==> config.mk <==
export PLATFORM = sky130hd
export DESIGN_NAME = cfg_space_resp
export DESIGN_NICKNAME = d
export VERILOG_FILES = /design/src/rtl/cfg_space_pkg.sv /design/src/rtl/cfg_bar_reg.sv /design/src/rtl/cfg_hdr_regs.sv /design/src/rtl/cfg_cap_rom.sv /design/src/rtl/cfg_space_resp.sv
export SDC_FILE = /design/constraint.sdc
export NUM_CORES = 1
export LEC_CHECK = 0
export ABC_AREA = 1
export BUFFER_PORTS_ARGS = -buffer_cell sky130_fd_sc_hd__buf_4
export CAP_MARGIN = 20
export CORE_MARGIN = 1
export CORE_UTILIZATION = 25
export DETAILED_ROUTE_END_ITERATION = 8
export GPL_TIMING_DRIVEN = 0
export HOLD_SLACK_MARGIN = 0.12
export MAX_ROUTING_LAYER = met4
export PLACE_DENSITY = 0.54
export SYNTH_ARGS = -nofsm -noshare
export SYNTH_HDL_FRONTEND = slang
export SYNTH_SLANG_ARGS = --single-unit
==> constraint.sdc <==
create_clock -name clk -period 1.5 [get_ports clk]
set_input_delay 0.3 -clock clk [delete_from_list [all_inputs] [get_ports clk]]
set_output_delay 0.3 -clock clk [all_outputs]
set_load 0.03 [all_outputs]
==> src/rtl/cfg_space_pkg.sv <==
package cfg_space_pkg;
  typedef enum logic [1:0] {SZ_BYTE = 2'd0, SZ_WORD = 2'd1, SZ_DWORD = 2'd2} acc_size_e;

  localparam int unsigned AW       = 12;
  localparam int unsigned DW       = 32;
  localparam int unsigned NUM_BARS = 6;

  localparam logic [AW-1:0] OFS_VENDOR   = 12'h000;
  localparam logic [AW-1:0] OFS_DEVICE   = 12'h002;
  localparam logic [AW-1:0] OFS_COMMAND  = 12'h004;
  localparam logic [AW-1:0] OFS_SUBCLASS = 12'h00A;
  localparam logic [AW-1:0] OFS_CLASS    = 12'h00B;
  localparam logic [AW-1:0] OFS_HDRTYPE  = 12'h00E;
  localparam logic [AW-1:0] OFS_BAR_BASE = 12'h010;
  localparam logic [AW-1:0] OFS_CAP_PTR  = 12'h034;

  localparam logic [7:0] CAP_PM   = 8'h40;
  localparam logic [7:0] CAP_PCIE = 8'h50;
  localparam logic [7:0] CAP_MSIX = 8'h70;
  localparam logic [7:0] CAP_EA   = 8'h80;

  localparam logic [7:0] ID_PM   = 8'h01;
  localparam logic [7:0] ID_PCIE = 8'h10;
  localparam logic [7:0] ID_MSIX = 8'h11;
  localparam logic [7:0] ID_EA   = 8'h14;

  localparam logic [11:0] XCAP_AER = 12'h100;
  localparam logic [11:0] XCAP_VC  = 12'h140;
  localparam logic [11:0] XCAP_DSN = 12'h180;

  function automatic logic [AW-1:0] bar_offset(input int idx);
    return OFS_BAR_BASE + AW'(4 * idx);
  endfunction

  function automatic int unsigned bar_size(input int idx);
    case (idx)
      0:       return 1;
      1:       return 256;
      default: return 0;
    endcase
  endfunction

  function automatic bit bar_is_io(input int idx);
    return idx == 0;
  endfunction
endpackage

==> src/rtl/cfg_bar_reg.sv <==
module cfg_bar_reg #(
  parameter int unsigned WIDTH    = 32,
  parameter int unsigned SIZE     = 256,
  parameter bit          IO_SPACE = 1'b0
) (
  input  logic             clk,
  input  logic             rst,
  input  logic             wr_en,
  input  logic [WIDTH-1:0] wdata,
  output logic [WIDTH-1:0] rdata
);
  localparam logic [WIDTH-1:0] ALIGN_MASK = ~(WIDTH'(SIZE) - WIDTH'(1));
  localparam logic [WIDTH-1:0] TYPE_BITS  = WIDTH'(IO_SPACE);

  logic [WIDTH-1:0] base_q;

  always_ff @(posedge clk) begin
    if (rst)        base_q <= TYPE_BITS;
    else if (wr_en) base_q <= wdata | TYPE_BITS;
  end

  assign rdata = (base_q & ALIGN_MASK) | TYPE_BITS;
endmodule

==> src/rtl/cfg_hdr_regs.sv <==
module cfg_hdr_regs
  import cfg_space_pkg::*;
#(
  parameter logic [15:0] VENDOR_ID  = 16'hC0DE,
  parameter logic [15:0] DEVICE_ID  = 16'h0A57,
  parameter logic [7:0]  CLASS_CODE = 8'hFF,
  parameter logic [7:0]  SUBCLASS   = 8'h42,
  parameter int unsigned CMD_W      = 16
) (
  input  logic          clk,
  input  logic          rst,
  input  logic          wr_en,
  input  logic [AW-1:0] addr,
  input  logic [1:0]    size,
  input  logic [DW-1:0] wdata,
  output logic [DW-1:0] rdata
);
  logic [CMD_W-1:0] cmd_q;

  always_ff @(posedge clk) begin
    if (rst)                                cmd_q <= '0;
    else if (wr_en && addr == OFS_COMMAND)  cmd_q <= wdata[CMD_W-1:0];
  end

  always_comb begin
    rdata = '0;
    case (addr)
      OFS_VENDOR:   rdata = DW'(VENDOR_ID);
      OFS_DEVICE:   rdata = DW'(DEVICE_ID);
      OFS_COMMAND:  rdata = DW'(cmd_q);
      OFS_SUBCLASS: rdata = (size == SZ_BYTE) ? DW'(SUBCLASS) : DW'({CLASS_CODE, SUBCLASS});
      OFS_CLASS:    rdata = DW'(CLASS_CODE);
      OFS_HDRTYPE:  rdata = '0;
      default:      rdata = '0;
    endcase
  end
endmodule

==> src/rtl/cfg_cap_rom.sv <==
module cfg_cap_rom
  import cfg_space_pkg::*;
#(
  parameter int unsigned EA_ENTRIES = 4
) (
  input  logic [AW-1:0] addr,
  input  logic          ea_en,
  output logic [DW-1:0] rdata
);
  localparam logic [AW-1:0] A_PM   = AW'(CAP_PM);
  localparam logic [AW-1:0] A_PCIE = AW'(CAP_PCIE);
  localparam logic [AW-1:0] A_MSIX = AW'(CAP_MSIX);
  localparam logic [AW-1:0] A_EA   = AW'(CAP_EA);

  function automatic logic [DW-1:0] cap_word(input logic [7:0] nxt, input logic [7:0] id);
    return {16'h0, nxt, id};
  endfunction

  function automatic logic [DW-1:0] xcap_word(input logic [11:0] nxt, input logic [15:0] id);
    return {nxt, 4'h0, id};
  endfunction

  logic [7:0] msix_next;
  assign msix_next = ea_en ? CAP_EA : 8'h00;

  always_comb begin
    rdata = '0;
    case (addr)
      OFS_CAP_PTR: rdata = DW'(CAP_PM);
      A_PM:        rdata = cap_word(CAP_PCIE, ID_PM);
      A_PM + 1:    rdata = DW'(CAP_PCIE);
      A_PCIE:      rdata = cap_word(CAP_MSIX, ID_PCIE);
      A_PCIE + 1:  rdata = DW'(CAP_MSIX);
      A_MSIX:      rdata = cap_word(msix_next, ID_MSIX);
      A_MSIX + 1:  rdata = DW'(msix_next);
      A_EA:        rdata = ea_en ? (DW'(EA_ENTRIES[5:0]) << 16) | cap_word(8'h00, ID_EA) : '0;
      XCAP_AER:    rdata = xcap_word(XCAP_VC, 16'h0001);
      XCAP_VC:     rdata = xcap_word(XCAP_DSN, 16'h0002);
      XCAP_DSN:    rdata = xcap_word(12'h000, 16'h0003);
      default:     rdata = '0;
    endcase
  end
endmodule

==> src/rtl/cfg_space_resp.sv <==
module cfg_space_resp
  import cfg_space_pkg::*;
#(
  parameter logic [15:0] VENDOR_ID  = 16'hC0DE,
  parameter logic [15:0] DEVICE_ID  = 16'h0A57,
  parameter logic [7:0]  CLASS_CODE = 8'hFF,
  parameter logic [7:0]  SUBCLASS   = 8'h42,
  parameter int unsigned EA_ENTRIES = 4
) (
  input  logic          clk,
  input  logic          rst,
  input  logic          ea_strap,
  input  logic          req_valid,
  input  logic          req_write,
  input  logic [11:0]   req_addr,
  input  logic [1:0]    req_size,
  input  logic [31:0]   req_wdata,
  output logic          rsp_valid,
  output logic [31:0]   rsp_rdata
);
  logic          wr_en, rd_en;
  logic [DW-1:0] hdr_rd, cap_rd, bar_rd_sel, rd_next;
  logic [DW-1:0] bar_rd [NUM_BARS];

  assign wr_en = req_valid && req_write;
  assign rd_en = req_valid && !req_write;

  cfg_hdr_regs #(
    .VENDOR_ID(VENDOR_ID), .DEVICE_ID(DEVICE_ID),
    .CLASS_CODE(CLASS_CODE), .SUBCLASS(SUBCLASS), .CMD_W(16)
  ) u_hdr (
    .clk(clk), .rst(rst), .wr_en(wr_en), .addr(req_addr),
    .size(req_size), .wdata(req_wdata), .rdata(hdr_rd)
  );

  cfg_cap_rom #(.EA_ENTRIES(EA_ENTRIES)) u_caps (
    .addr(req_addr), .ea_en(ea_strap), .rdata(cap_rd)
  );

  for (genvar i = 0; i < NUM_BARS; i++) begin : g_bar
    if (bar_size(i) != 0) begin : g_impl
      cfg_bar_reg #(
        .WIDTH(DW), .SIZE(bar_size(i)), .IO_SPACE(bar_is_io(i))
      ) u_bar (
        .clk(clk), .rst(rst),
        .wr_en(wr_en && req_addr == bar_offset(i)),
        .wdata(req_wdata), .rdata(bar_rd[i])
      );
    end else begin : g_empty
      assign bar_rd[i] = '0;
    end
  end

  always_comb begin
    bar_rd_sel = '0;
    for (int i = 0; i < NUM_BARS; i++)
      if (req_addr == bar_offset(i)) bar_rd_sel = bar_rd[i];
  end

  assign rd_next = hdr_rd | cap_rd | bar_rd_sel;

  always_ff @(posedge clk) begin
    if (rst) begin
      rsp_valid <= 1'b0;
      rsp_rdata <= '0;
    end else begin
      rsp_valid <= rd_en;
      if (rd_en) rsp_rdata <= rd_next;
    end
  end
endmodule

==> results.md, run 1 <==
- Status: finished, violations left
- Violated checks: design-rule violations
- Type of the tightest min-delay check: input pin to register
- Area delta synth->final: 27.5%
- # DRC: 5
- CTS Buf Count: 9
- Net Switching: approximately 0.0015 W
- Final hold vios: 0
- Number of max-capacitance violations reported: 0
- Register share of total power: between 40 and 50%
- Comb power frac: 8.9%
- # hold bufs at CTS: 0
- Type of the worst setup path: input pin to register
- Reg-to-reg critical path startpoint: g_bar[1].g_impl.u_bar.base_q[15]
- Most common cell in the netlist: sky130_fd_sc_hd__dfxtp_1
- Overall overflow remaining after global route: 0
- Area of the core region: 18,100 um^2
- Worst Setup Start Kind: input pin
- Fill cells: 1,984
- Routed via count: 4,516
- IO buf count: between 80 and 90
- Leading area contributor after synthesis: sky130_fd_sc_hd__dfxtp_1
- Core occupancy in the finished layout: 32.8%
- Total count of max-transition violations in the final report: 0
- Starting density of the core: 25.8%
- Maximum number of pins on one net before global-route repair: 20
- Net switching share of the total power: 27.1%
- Die outline area: 19,200 um^2
- Die span in y: 139 um
- Top Ports: 84
- Clock tree from TritonCTS: built
- CTS root buffer: sky130_fd_sc_hd__clkbuf_16
- Antenna violations before repair: 0
- Via/cell ratio: 4.51
- ANT nets after route: 0
- Detail-routed net length per standard cell: 15.0 um
- Tightest hold margin: roughly 0.21 ns
- Static Leak: 2.40 nW
- Overall Global Routing Usage: 16.3%
- Cells taking the most area after synthesis: sky130_fd_sc_hd__dfxtp_1 45%, sky130_fd_sc_hd__a21oi_1 9.2%, sky130_fd_sc_hd__o21ai_0 8.5%, sky130_fd_sc_hd__nand2_1 8.3%, sky130_fd_sc_hd__inv_1 8.0%
- Required time worst endpoint: around 1.8 ns
- RSZ-0062 raised after global routing: true
- Launch instance of the worst min-delay path: req_wdata[19]
- Data arrival at the endpoint of the critical path: 1.74 ns
- Average cell area after synthesis: 7.02 um^2
- Worst slew slack as a fraction of its limit: 60.6%
- Element type at the critical path end: register
- Number of H-tree levels: 3
- Number of global-route vias before repair: 4,168
- Cell Area, Synth: 4670 um^2
- Total iterations of the first detailed-routing run: 9
- Final HPWL DP: 11,300 um
- Asr flop ratio synth: 0%
- Number of setup violations in the final report: 0
- Synth unique cells: 29
- First DRT Iteration DRCs: 338
- Maximum clock skew at final layout: 0.00878 ns
- Dominant synthesized flop cell: sky130_fd_sc_hd__dfxtp_1
- Worst-Margin Slew: between 0.5 and 0.6 ns
- Clock transition at the register clock pins on the worst setup and hold paths after CTS: 0.08 ns
- Last weighted congestion value of the routability-driven placer: 0.884
- Power Internal: 0.00415 W
- Maximum clock insertion buffer count: 2
- Total detailed-routing wirelength: ~15,000 um
- Post-synth top area share: 44.5%
- Share of post-route cells with drive strength above 1: between 20% and 30%
- Cells after Synth: 666
- Antenna diode instance count: 0
- Net count after synthesis: 717
- Number of placement rows: 49
- Critical-path maximum fanout: 10
- Final layout net count: 818
- Final worst-path cycle share: 96.7%
- Latest clock arrival within the worst-skew pair: 0.36 ns
- Start point of the critical path: req_addr[3]
- Wire length of the first global-routing pass: 23,200 um
- Fmax achieved: 0.689 GHz
- Final period demand of the worst path: 1.45 ns
- Power per cell area: 955 nW/um^2
- Max IR drop VDD: 425 uV
- FF+latch count, synth: 104
- Number of sinks handled by clock tree synthesis: about 100
- Part of the total power dissipated in the clock network: a little over two fifths
- Number of enable flip-flop cells after synthesis: 0
- Overall die width: 139 um
- Share of synthesized area occupied by flip-flops and latches: 44.5%
- Most common library cells after synthesis: 104 x sky130_fd_sc_hd__dfxtp_1, 103 x sky130_fd_sc_hd__nand2_1, 100 x sky130_fd_sc_hd__inv_1, 86 x sky130_fd_sc_hd__a21oi_1, 79 x sky130_fd_sc_hd__o21ai_0
- Ys Warns: 0
==> cell families after synthesis <==
kind of cell,Yosys count,synth area share (%)
simple gates,223,21.0
compound gates,200,22.0
buf+inv,139,12.4
flops,104,44.5
==> worst max-delay path: stages <==
cell,delay [ns]
sky130_fd_sc_hd__buf_4,0.13
sky130_fd_sc_hd__nor2_1,0.19
sky130_fd_sc_hd__nand2_2,0.12
sky130_fd_sc_hd__nor2_4,0.13
sky130_fd_sc_hd__nand2_2,0.12
sky130_fd_sc_hd__buf_2,0.23
sky130_fd_sc_hd__o22ai_1,0.29
sky130_fd_sc_hd__nand2_1,0.10
sky130_fd_sc_hd__a21oi_1,0.12
==> placed cells by master, fill, tap and decap left out, types with 4 or more instances in the layout <==
master	synthesis	layout
sky130_fd_sc_hd__a21oi_1	86	85
sky130_fd_sc_hd__buf_2	13	14
sky130_fd_sc_hd__buf_4	0	90
sky130_fd_sc_hd__buf_6	5	5
sky130_fd_sc_hd__clkbuf_1	14	12
sky130_fd_sc_hd__clkbuf_16	0	9
sky130_fd_sc_hd__dfxtp_1	104	104
sky130_fd_sc_hd__inv_1	100	99
sky130_fd_sc_hd__nand2_1	103	101
sky130_fd_sc_hd__nand2_2	5	7
sky130_fd_sc_hd__nand3_1	23	23
sky130_fd_sc_hd__nand4_1	7	7
sky130_fd_sc_hd__nor2_1	70	68
sky130_fd_sc_hd__nor2_4	4	4
sky130_fd_sc_hd__o21ai_0	79	71
sky130_fd_sc_hd__o21ai_1	17	25
sky130_fd_sc_hd__o22ai_1	13	12
==> per-stage QoR <==
stage | setup TNS, ns | total power (W) | setup slack, ns | std cells | area [um^2]
final | 0 | 0.00570 | 0.0492 | 1001 | 5960
after global routing | -0.0697 | 0.00589 | -0.0194 | 1001 | 5960
after floorplan | 0 | 0.00311 | 0.115 | 666 | 4670
after detailed placement | -28.35 | 0.00336 | -0.428 | 978 | 5580
after CTS | 0 | 0.00572 | 0.0123 | 994 | 5890
after global placement | -26.78 | 0.00336 | -0.432 | 978 | 5580
==> power by group through the flow <==
| stage | combinational (W) | sequential (W) | clock [W] |
|---|---|---|---|
| finish | 0.000506 | 0.00280 | 0.00239 |
| detailed placement | 0.000500 | 0.00286 | 0 |
| global placement | 0.000499 | 0.00286 | 0 |
| global route | 0.000555 | 0.00280 | 0.00253 |
| floorplan | 0.000196 | 0.00291 | 0 |
| CTS | 0.000503 | 0.00280 | 0.00242 |
==> registers in the layout (all words and copies together), names as in the netlist <==
register / flops
rsp_rdata: 32
rsp_valid: 1
g_bar.g_impl.u_bar.base_q: 55
u_hdr.cmd_q: 16
==> per-layer routing <==
layer | part of all wire [%] | global-route usage (%)
met5 | 0 | -
met4 | 1.5 | 5.15
met3 | 5.2 | 3.00
met2 | 45 | 24.7
met1 | 48 | 21.9
==> area by class of cell <==
| type | instances | area (um^2) | area share [%] |
|---|---|---|---|
| clock buffers | 10 | 229 | 3.84 |
| inverters | 105 | 404 | 6.78 |
| clock inverters | 6 | 62.6 | 1.05 |
| repair buffers | 90 | 676 | 11.3 |
| flip-flops and latches | 104 | 2080 | 34.9 |
| well taps | 229 | 287 | 4.81 |
| multi-input cells | 423 | 2030 | 34.1 |
| plain buffers | 34 | 190 | 3.19 |
==> repair_timing <==
| action | CTS | global route |
|---|---|---|
| setup endpoints to repair | 6 | 46 |
| pin swaps | 0 | 3 |
| resized for setup | 5 | 20 |
| setup buffers | 0 | 7 |
==> path summary, 6_finish.rpt <==
path / to / slack, ns / depth (start not counted)
setup reg to reg: rsp_rdata[15] / 0.57 / 6
setup / recovery: rsp_rdata[31] / 0.05 / 9
hold / removal: g_bar[0].g_impl.u_bar.base_q[19] / 0.21 / 3
hold reg to reg: g_bar[0].g_impl.u_bar.base_q[14] / 0.45 / 2
(Power assumes the default switching activity.)
==> run 2: changes to the inputs <==
Settings changed: HOLD_SLACK_MARGIN 0.12 to 0.05, MAX_ROUTING_LAYER met4 to default.
==> run 2 against run 1 <==
Against the previous run: the flow still finishes with violations (design-rule violations); highest routed layer unchanged; worst setup slack better by 0.047 ns; first-iteration DRC count down 24%; via count up 0.38%; power up 0.50%.
==> results.md, run 2 (synthesis results as in run 1) <==
- Status: finished, violations left
- Violated checks: design-rule violations
- Type of the worst setup path: input pin to register
- Maximum clock insertion buffer count: 2 (unchanged)
- Number of global-route vias before repair: 4,327 (+3.8%)
- Most frequent standard cell in the layout excluding fill and tap cells: sky130_fd_sc_hd__dfxtp_1
- Largest register FFs: 55 (unchanged)
- Total count of max-transition violations in the final report: 0 (unchanged)
- Depth of the critical timing path with buffers and inverters included: 8 (-1)
- Worst slew slack as a fraction of its limit: 61.0% (+0.39 points)
- Global routing usage on met3: 3.31% (+0.31 points)
- Number of setup violations in the final report: 0 (unchanged)
- Die outline area: 19,200 um^2 (unchanged)
- Via/cell ratio: 4.54 (+0.68%)
- Number of sinks handled by clock tree synthesis: 104 (unchanged)
- Length in cells of the worst reg-to-reg path: 6 (unchanged)
- # DRC: 5 (unchanged)
- Last weighted congestion value of the routability-driven placer: 0.881 (-0.40%)
- Detail-routed net length per standard cell: 15.0 um (-0.37%)
- Clock transition at the register clock pins on the worst setup and hold paths after CTS: 0.09 ns (about the same)
- Register-to-Register Setup Slack: 0.46 ns (-0.11 ns)
- Critical path capture point: rsp_rdata[27]
- Met2 Track Usage GR: 25.3% (+0.61 points)
- Final HPWL DP: 11,300 um (+0.23%)
- Count of buffering cells on the critical path with inverters included: 4 (+2)
- Sum of internal, switching and leakage power: 0.00572 W (+0.50%)
- Max IR drop VDD: 410 uV (-3.6%)
- Number of H-tree levels: 3 (unchanged)
- CTS Buf Count: 9 (unchanged)
- Antenna violations before repair: 0 (unchanged)
- Largest registers: g_bar.g_impl.u_bar.base_q x55, rsp_rdata x32, u_hdr.cmd_q x16
- Antenna diode instance count: 0 (unchanged)
- Met1 Track Usage GR: 21.8% (-0.085 points)
- Number of max-capacitance violations reported: 0 (unchanged)
- Final worst-path cycle share: 93.6% (-3.1 points)
- Maximum number of pins on one net before global-route repair: 22 (+10%)
- Overall Global Routing Usage: 15.9% (-0.39 points)
- Final hold vios: 0 (unchanged)
- Delay-heaviest family, CP: buffers and inverters
- Area of the core region: 18,100 um^2 (unchanged)
- Fill cells: 2,043 (+3.0%)
- Top Ports: 84 (unchanged)
- Worst Setup Start Kind: input pin
- Final layout net count: 815 (-0.37%)
- Required time worst endpoint: 1.76 ns (-0.03 ns)
- IO buf count: 83 (unchanged)
- Tightest hold margin: 0.203 ns (-0.00585 ns)
- Overall die width: 139 um (unchanged)
- Number of placement rows: 49 (unchanged)
- Overall overflow remaining after global route: 0 (unchanged)
- CP peak stage delay: 0.29 ns (about the same)
- Die span in y: 139 um (unchanged)
- Reg-to-reg critical path startpoint: g_bar[1].g_impl.u_bar.base_q[15]
- Critical path's slowest cell: sky130_fd_sc_hd__nor2_1
- Leading cell types in the layout, fill and taps excluded: 104 x sky130_fd_sc_hd__dfxtp_1, 101 x sky130_fd_sc_hd__nand2_1, 100 x sky130_fd_sc_hd__inv_1
- Critical-path maximum fanout: 10 (unchanged)
- Data arrival at the endpoint of the critical path: 1.66 ns (-0.08 ns)
- Maximum clock skew at final layout: 0.0144 ns (+0.00560 ns)
- End of the worst register-to-register path: rsp_rdata[15]
- Cell repeated most along the worst path: sky130_fd_sc_hd__inv_1
- Final period demand of the worst path: 1.40 ns (-0.0467 ns)
- Share of post-route cells with drive strength above 1: 20.2% (-0.051 points)
- Final-layout setup total negative slack: 0 ns (unchanged)
- Clock tree from TritonCTS: built
- Peak-usage layer in the global routing report: met2
- Start point of the critical path: req_write
- Static Leak: 2.40 nW (about the same)
- Fmax achieved: 0.712 GHz (+3.3%)
- Total detailed-routing wirelength: 15,000 um (-0.66%)
- Element type at the critical path end: register
- RSZ-0062 raised after global routing: false
- Routed via count: 4,533 (+0.38%)
- Power per cell area: 960 nW/um^2 (+0.48%)
- Cells along the critical path: buf_4 -> nor2_1 -> inv_1 -> clkbuf_2 -> a21oi_2 -> o221ai_1 -> nand2_1 -> inv_1
- Register ranked first by flip-flop count: g_bar.g_impl.u_bar.base_q
- Wire length of the first global-routing pass: 23,600 um (+1.8%)
- Starting density of the core: 25.8% (unchanged)
- CTS root buffer: sky130_fd_sc_hd__clkbuf_16
- Latest clock arrival within the worst-skew pair: 0.37 ns (about the same)
- Type of the tightest min-delay check: input pin to register
- Worst-Margin Slew: 0.585 ns (-0.00580 ns)
- Total iterations of the first detailed-routing run: 7 (-2)
- Area delta synth->final: 27.5% (about the same)
- ANT nets after route: 0 (unchanged)
- First DRT Iteration DRCs: 257 (-24%)
[run 2: cell count changes in the layout (fill, tap and decap cells not counted), sizes merged]
cell / change
clkinv: +1
clkinvlp: -1
clkbuf: -1
inv: +1
buf: -3
[run 2: how the worst min path moves through the flow]
stage	start	to	slack (ns)	cells after the start
finish	req_wdata[19]	g_bar[0].g_impl.u_bar.base_q[19]	0.20	3
global route	req_wdata[3]	u_hdr.cmd_q[3]	0.22	3
CTS	req_wdata[19]	g_bar[0].g_impl.u_bar.base_q[19]	0.20	3
detailed placement	g_bar[1].g_impl.u_bar.base_q[28]	g_bar[1].g_impl.u_bar.base_q[28]	0.44	2
global placement	u_hdr.cmd_q[13]	u_hdr.cmd_q[13]	0.44	2
floorplan	rst	rsp_valid	0.41	1
[run 2: layout make-up]
cell class	count	area [um^2]	share of cell area (%)
Sequential cell	104	2080	34.9
Multi-Input combinational cell	423	2040	34.2
Timing Repair Buffer	87	653	11.0
Inverter	105	404	6.78
Tap cell	229	287	4.81
Clock buffer	9	225	3.78
Buffer	34	190	3.19
Clock inverter	7	80.1	1.34
[run 2: routing by layer]
metal  share of wire, %  vias to the layer above  routed length [um]
met5                  0                        -                   0
met4                1.3                        0                 194
met3                5.0                       14                 753
met2                 46                      113                6900
met1                 48                     2056                7110
li1                   -                     2350                   -
[run 2: worst reg2reg max path: cells and delay by family, from the launching register on]
kind,cells,cell delay [ns]
flip-flops,1,0.32
AND/OR/NAND/NOR,3,0.26
buffers and inverters,2,0.09
AO/OA/AOI/OAI,1,0.31
[run 2: what timing repair did]
| item | 4_1_cts | 5_1_grt |
|---|---|---|
| hold buffers | 0 | 0 |
| gates resized for setup | 5 | 20 |
| pin swaps | 0 | 3 |
| buffers inserted | 0 | 4 |
| cloned | 0 | 0 |
| endpoints found under the setup margin | 4 | 49 |
[run 2: stage by stage]
stage	setup slack [ns]	area [um^2]	std cells	utilization [%]
finish	0.0960	5960	998	32.9
global route	0.00191	5960	998	32.9
CTS	0.00258	5900	994	32.5
detailed placement	-0.453	5580	978	30.8
global placement	-0.428	5580	978	30.8
floorplan	0.115	4670	666	-
[run 2: where the power goes]
| part | internal [W] | leakage (nW) | total [W] | switching [W] |
|---|---|---|---|---|
| sequential | 0.00278 | 0.840 | 0.00280 | 0.0000136 |
| clock | 0.00119 | 0.146 | 0.00242 | 0.00123 |
| combinational | 0.000193 | 1.41 | 0.000505 | 0.000312 |
==> run 3: changes to the inputs <==
Settings changed: BUFFER_PORTS_ARGS -buffer_cell sky130_fd_sc_hd__buf_4 to -buffer_cell sky130_fd_sc_hd__buf_2.
==> run 3 against run 2 <==
Against the previous run: the flow still finishes with violations (design-rule violations); register-to-register slack hardly changed; global-route usage fell by 0.25 points; clock skew up 0.0019 ns; sequential share of layout area is 1.3 points higher; fmax decreased by 4.6%; flip-flop and latch count unchanged; combinational power down 9.7%; clock power shrank 5%; first-iteration DRC count is 25% higher.
==> results.md, run 3 (synthesis results as in run 1) <==
- Starting density of the core: 25.8% (unchanged)
- Clock tree from TritonCTS: built
- Number of setup violations in the final report: 0 (unchanged)
- Number of sinks handled by clock tree synthesis: 104 (unchanged)
- Area delta synth->final: 23.0%
- Detail-routed net length per standard cell: 14.8 um (-1.1%)
- Number of cells in the finished layout apart from fillers: 1,001 (+0.30%)
- Final-layout setup total negative slack: 0 ns (unchanged)
- Last weighted congestion value of the routability-driven placer: 0.856 (-2.9%)
- Wire length of the first global-routing pass: 23,200 um (-1.5%)
- Required time worst endpoint: 1.79 ns (+0.03 ns)
- Register ranked first by flip-flop count: g_bar.g_impl.u_bar.base_q
- Critical-path maximum fanout: 10 (unchanged)
- Static Leak: 2.34 nW (-2.1%)
- Final period demand of the worst path: 1.47 ns (+0.0672 ns)
- Top Ports: 84 (unchanged)
- Final hold vios: 0 (unchanged)
- Area of the core region: 18,100 um^2 (unchanged)
- Type of the tightest min-delay check: input pin to register
- Fmax achieved: 0.680 GHz (-4.6%)
- Area of the multi-input gates: 2030 um^2 (-0.37%)
- Largest register FFs: 55 (unchanged)
- Critical path's slowest cell: sky130_fd_sc_hd__o22ai_1
- Latest clock arrival within the worst-skew pair: 0.36 ns (about the same)
- Overall die width: 139 um (unchanged)
- CTS Buf Count: 9 (unchanged)
- Via/cell ratio: 4.53 (-0.28%)
- Storage element area: 2080 um^2 (unchanged)
- IO buf count: 83 (unchanged)
- Maximum clock insertion buffer count: 2 (unchanged)
- Type of the worst setup path: input pin to register
- Number of placed instances with taps included: 978 (unchanged)
- Die outline area: 19,200 um^2 (unchanged)
- Power per cell area: 967 nW/um^2 (+0.74%)
- Cells along the critical path: buf_2 -> inv_1 -> nand2_1 -> nor2_8 -> nand2_2 -> buf_2 -> o22ai_1 -> nand2_1 -> a21oi_1
- Status: finished, violations left
- Element type at the critical path end: register
- Overall overflow remaining after global route: 0 (unchanged)
- Number of H-tree levels: 3 (unchanged)
- Total iterations of the first detailed-routing run: 9 (+2)
- Routed via count: 4,534 (+0.022%)
- # hold bufs at CTS: 0 (unchanged)
- # DRC: 12 (+7)
- Worst slew slack as a fraction of its limit: 58.7% (-2.3 points)
- Final HPWL DP: 11,300 um (-0.25%)
- Number of global-route vias before repair: 4,236 (-2.1%)
- Antenna violations before repair: 3 (+3)
- Die span in y: 139 um (unchanged)
- Number of placement rows: 49 (unchanged)
- Number of max-capacitance violations reported: 0 (unchanged)
- Overall Global Routing Usage: 15.7% (-0.25 points)
- Worst Setup Start Kind: input pin
- Clock transition at the register clock pins on the worst setup and hold paths after CTS: 0.08 ns (about the same)
- CP peak stage delay: 0.31 ns (+0.02 ns)
- CTS root buffer: sky130_fd_sc_hd__clkbuf_16
- Violated checks: design-rule violations
- Largest registers: g_bar.g_impl.u_bar.base_q x55, rsp_rdata x32, u_hdr.cmd_q x16
- Maximum number of pins on one net before global-route repair: 20 (-9.1%)
- Data arrival at the endpoint of the critical path: 1.76 ns (+0.10 ns)
- Final layout net count: 817 (+0.25%)
- Max IR drop VDD: 380 uV (-7.3%)
- Fill cells: 2,022 (-1.0%)
- Maximum clock skew at final layout: 0.0162 ns (+0.00185 ns)
- Most frequent standard cell in the layout excluding fill and tap cells: sky130_fd_sc_hd__dfxtp_1
- Worst-Margin Slew: 0.619 ns (+0.0343 ns)
- Share of post-route cells with drive strength above 1: 20.2% (+0.077 points)
- ANT nets after route: 0 (unchanged)
- Total detailed-routing wirelength: 14,800 um (-0.78%)
- First DRT Iteration DRCs: 321 (+25%)
- Final worst-path cycle share: 98.1% (+4.5 points)
- RSZ-0062 raised after global routing: true
- Total count of max-transition violations in the final report: 0 (unchanged)
- Leading cell types in the layout, fill and taps excluded: 104 x sky130_fd_sc_hd__dfxtp_1, 102 x sky130_fd_sc_hd__nand2_1, 99 x sky130_fd_sc_hd__inv_1
==> run 3: changes by cell type in the layout (fill, tap and decap cells not counted), sizes merged <==
cell	previous run	this run
buf	106	108
clkbuf	24	25
clkinv	2	1
clkinvlp	1	2
diode	0	1
inv	109	108
==> run 3: worst paths after layout <==
kind	from	endpoint	slack, ns	cells past startpoint
max	req_addr[7]	rsp_rdata[16]	0.03	9
min	req_wdata[19]	g_bar[0].g_impl.u_bar.base_q[19]	0.22	3
max reg2reg	g_bar[1].g_impl.u_bar.base_q[15]	rsp_rdata[15]	0.47	6
min reg2reg	g_bar[0].g_impl.u_bar.base_q[2]	g_bar[0].g_impl.u_bar.base_q[2]	0.45	2
==> run 3: layer usage <==
layer / part of all wire, % / up-vias / global-route usage [%]
met5: 0.18 / - / 0
met4: 1.1 / 4 / 4.04
met3: 5.0 / 17 / 3.38
met2: 46 / 108 / 24.8
met1: 48 / 2052 / 21.5
li1: - / 2353 / -
==> run 3: worst max-delay path, delay by kind of cell <==
kind | cells | cell delay (ns)
simple gates | 4 | 0.60
compound gates | 2 | 0.44
buf+inv | 3 | 0.41
==> run 3: stage by stage <==
stage / setup WS, ns / instance area, um^2 / power, W / util (%) / hold slack (ns)
after floorplan: 0.115 / 4670 / 0.00311 / - / 0.412
after global routing: -0.0204 / 5750 / 0.00579 / 31.7 / 0.242
after detailed placement: -0.465 / 5380 / 0.00331 / 29.6 / 0.437
after CTS: 0.0140 / 5670 / 0.00560 / 31.2 / 0.224
final: 0.0288 / 5750 / 0.00556 / 31.7 / 0.221
after global placement: -0.437 / 5380 / 0.00331 / 29.6 / 0.432
==> run 3: final cells by class <==
| cell class | count | share of cell area [%] |
|---|---|---|
| Sequential cell | 104 | 36.2 |
| Multi-Input combinational cell | 423 | 35.4 |
| Timing Repair Buffer | 89 | 8.01 |
| Inverter | 105 | 7.03 |
| Tap cell | 229 | 4.98 |
| Clock buffer | 10 | 3.98 |
| Buffer | 34 | 3.35 |
| Clock inverter | 6 | 1.00 |
| Antenna cell | 1 | 0.0435 |
==> run 3: what timing repair did <==
action / CTS / global route
buffers inserted: 0 / 6
resized for setup: 5 / 24
endpoints found under the setup margin: 5 / 52
pin swaps: 0 / 2
==> run 3: where the power goes <==
group          internal (W)  switching [W]
Sequential          0.00278      0.0000114
Combinational      0.000144       0.000312
Clock               0.00116        0.00115
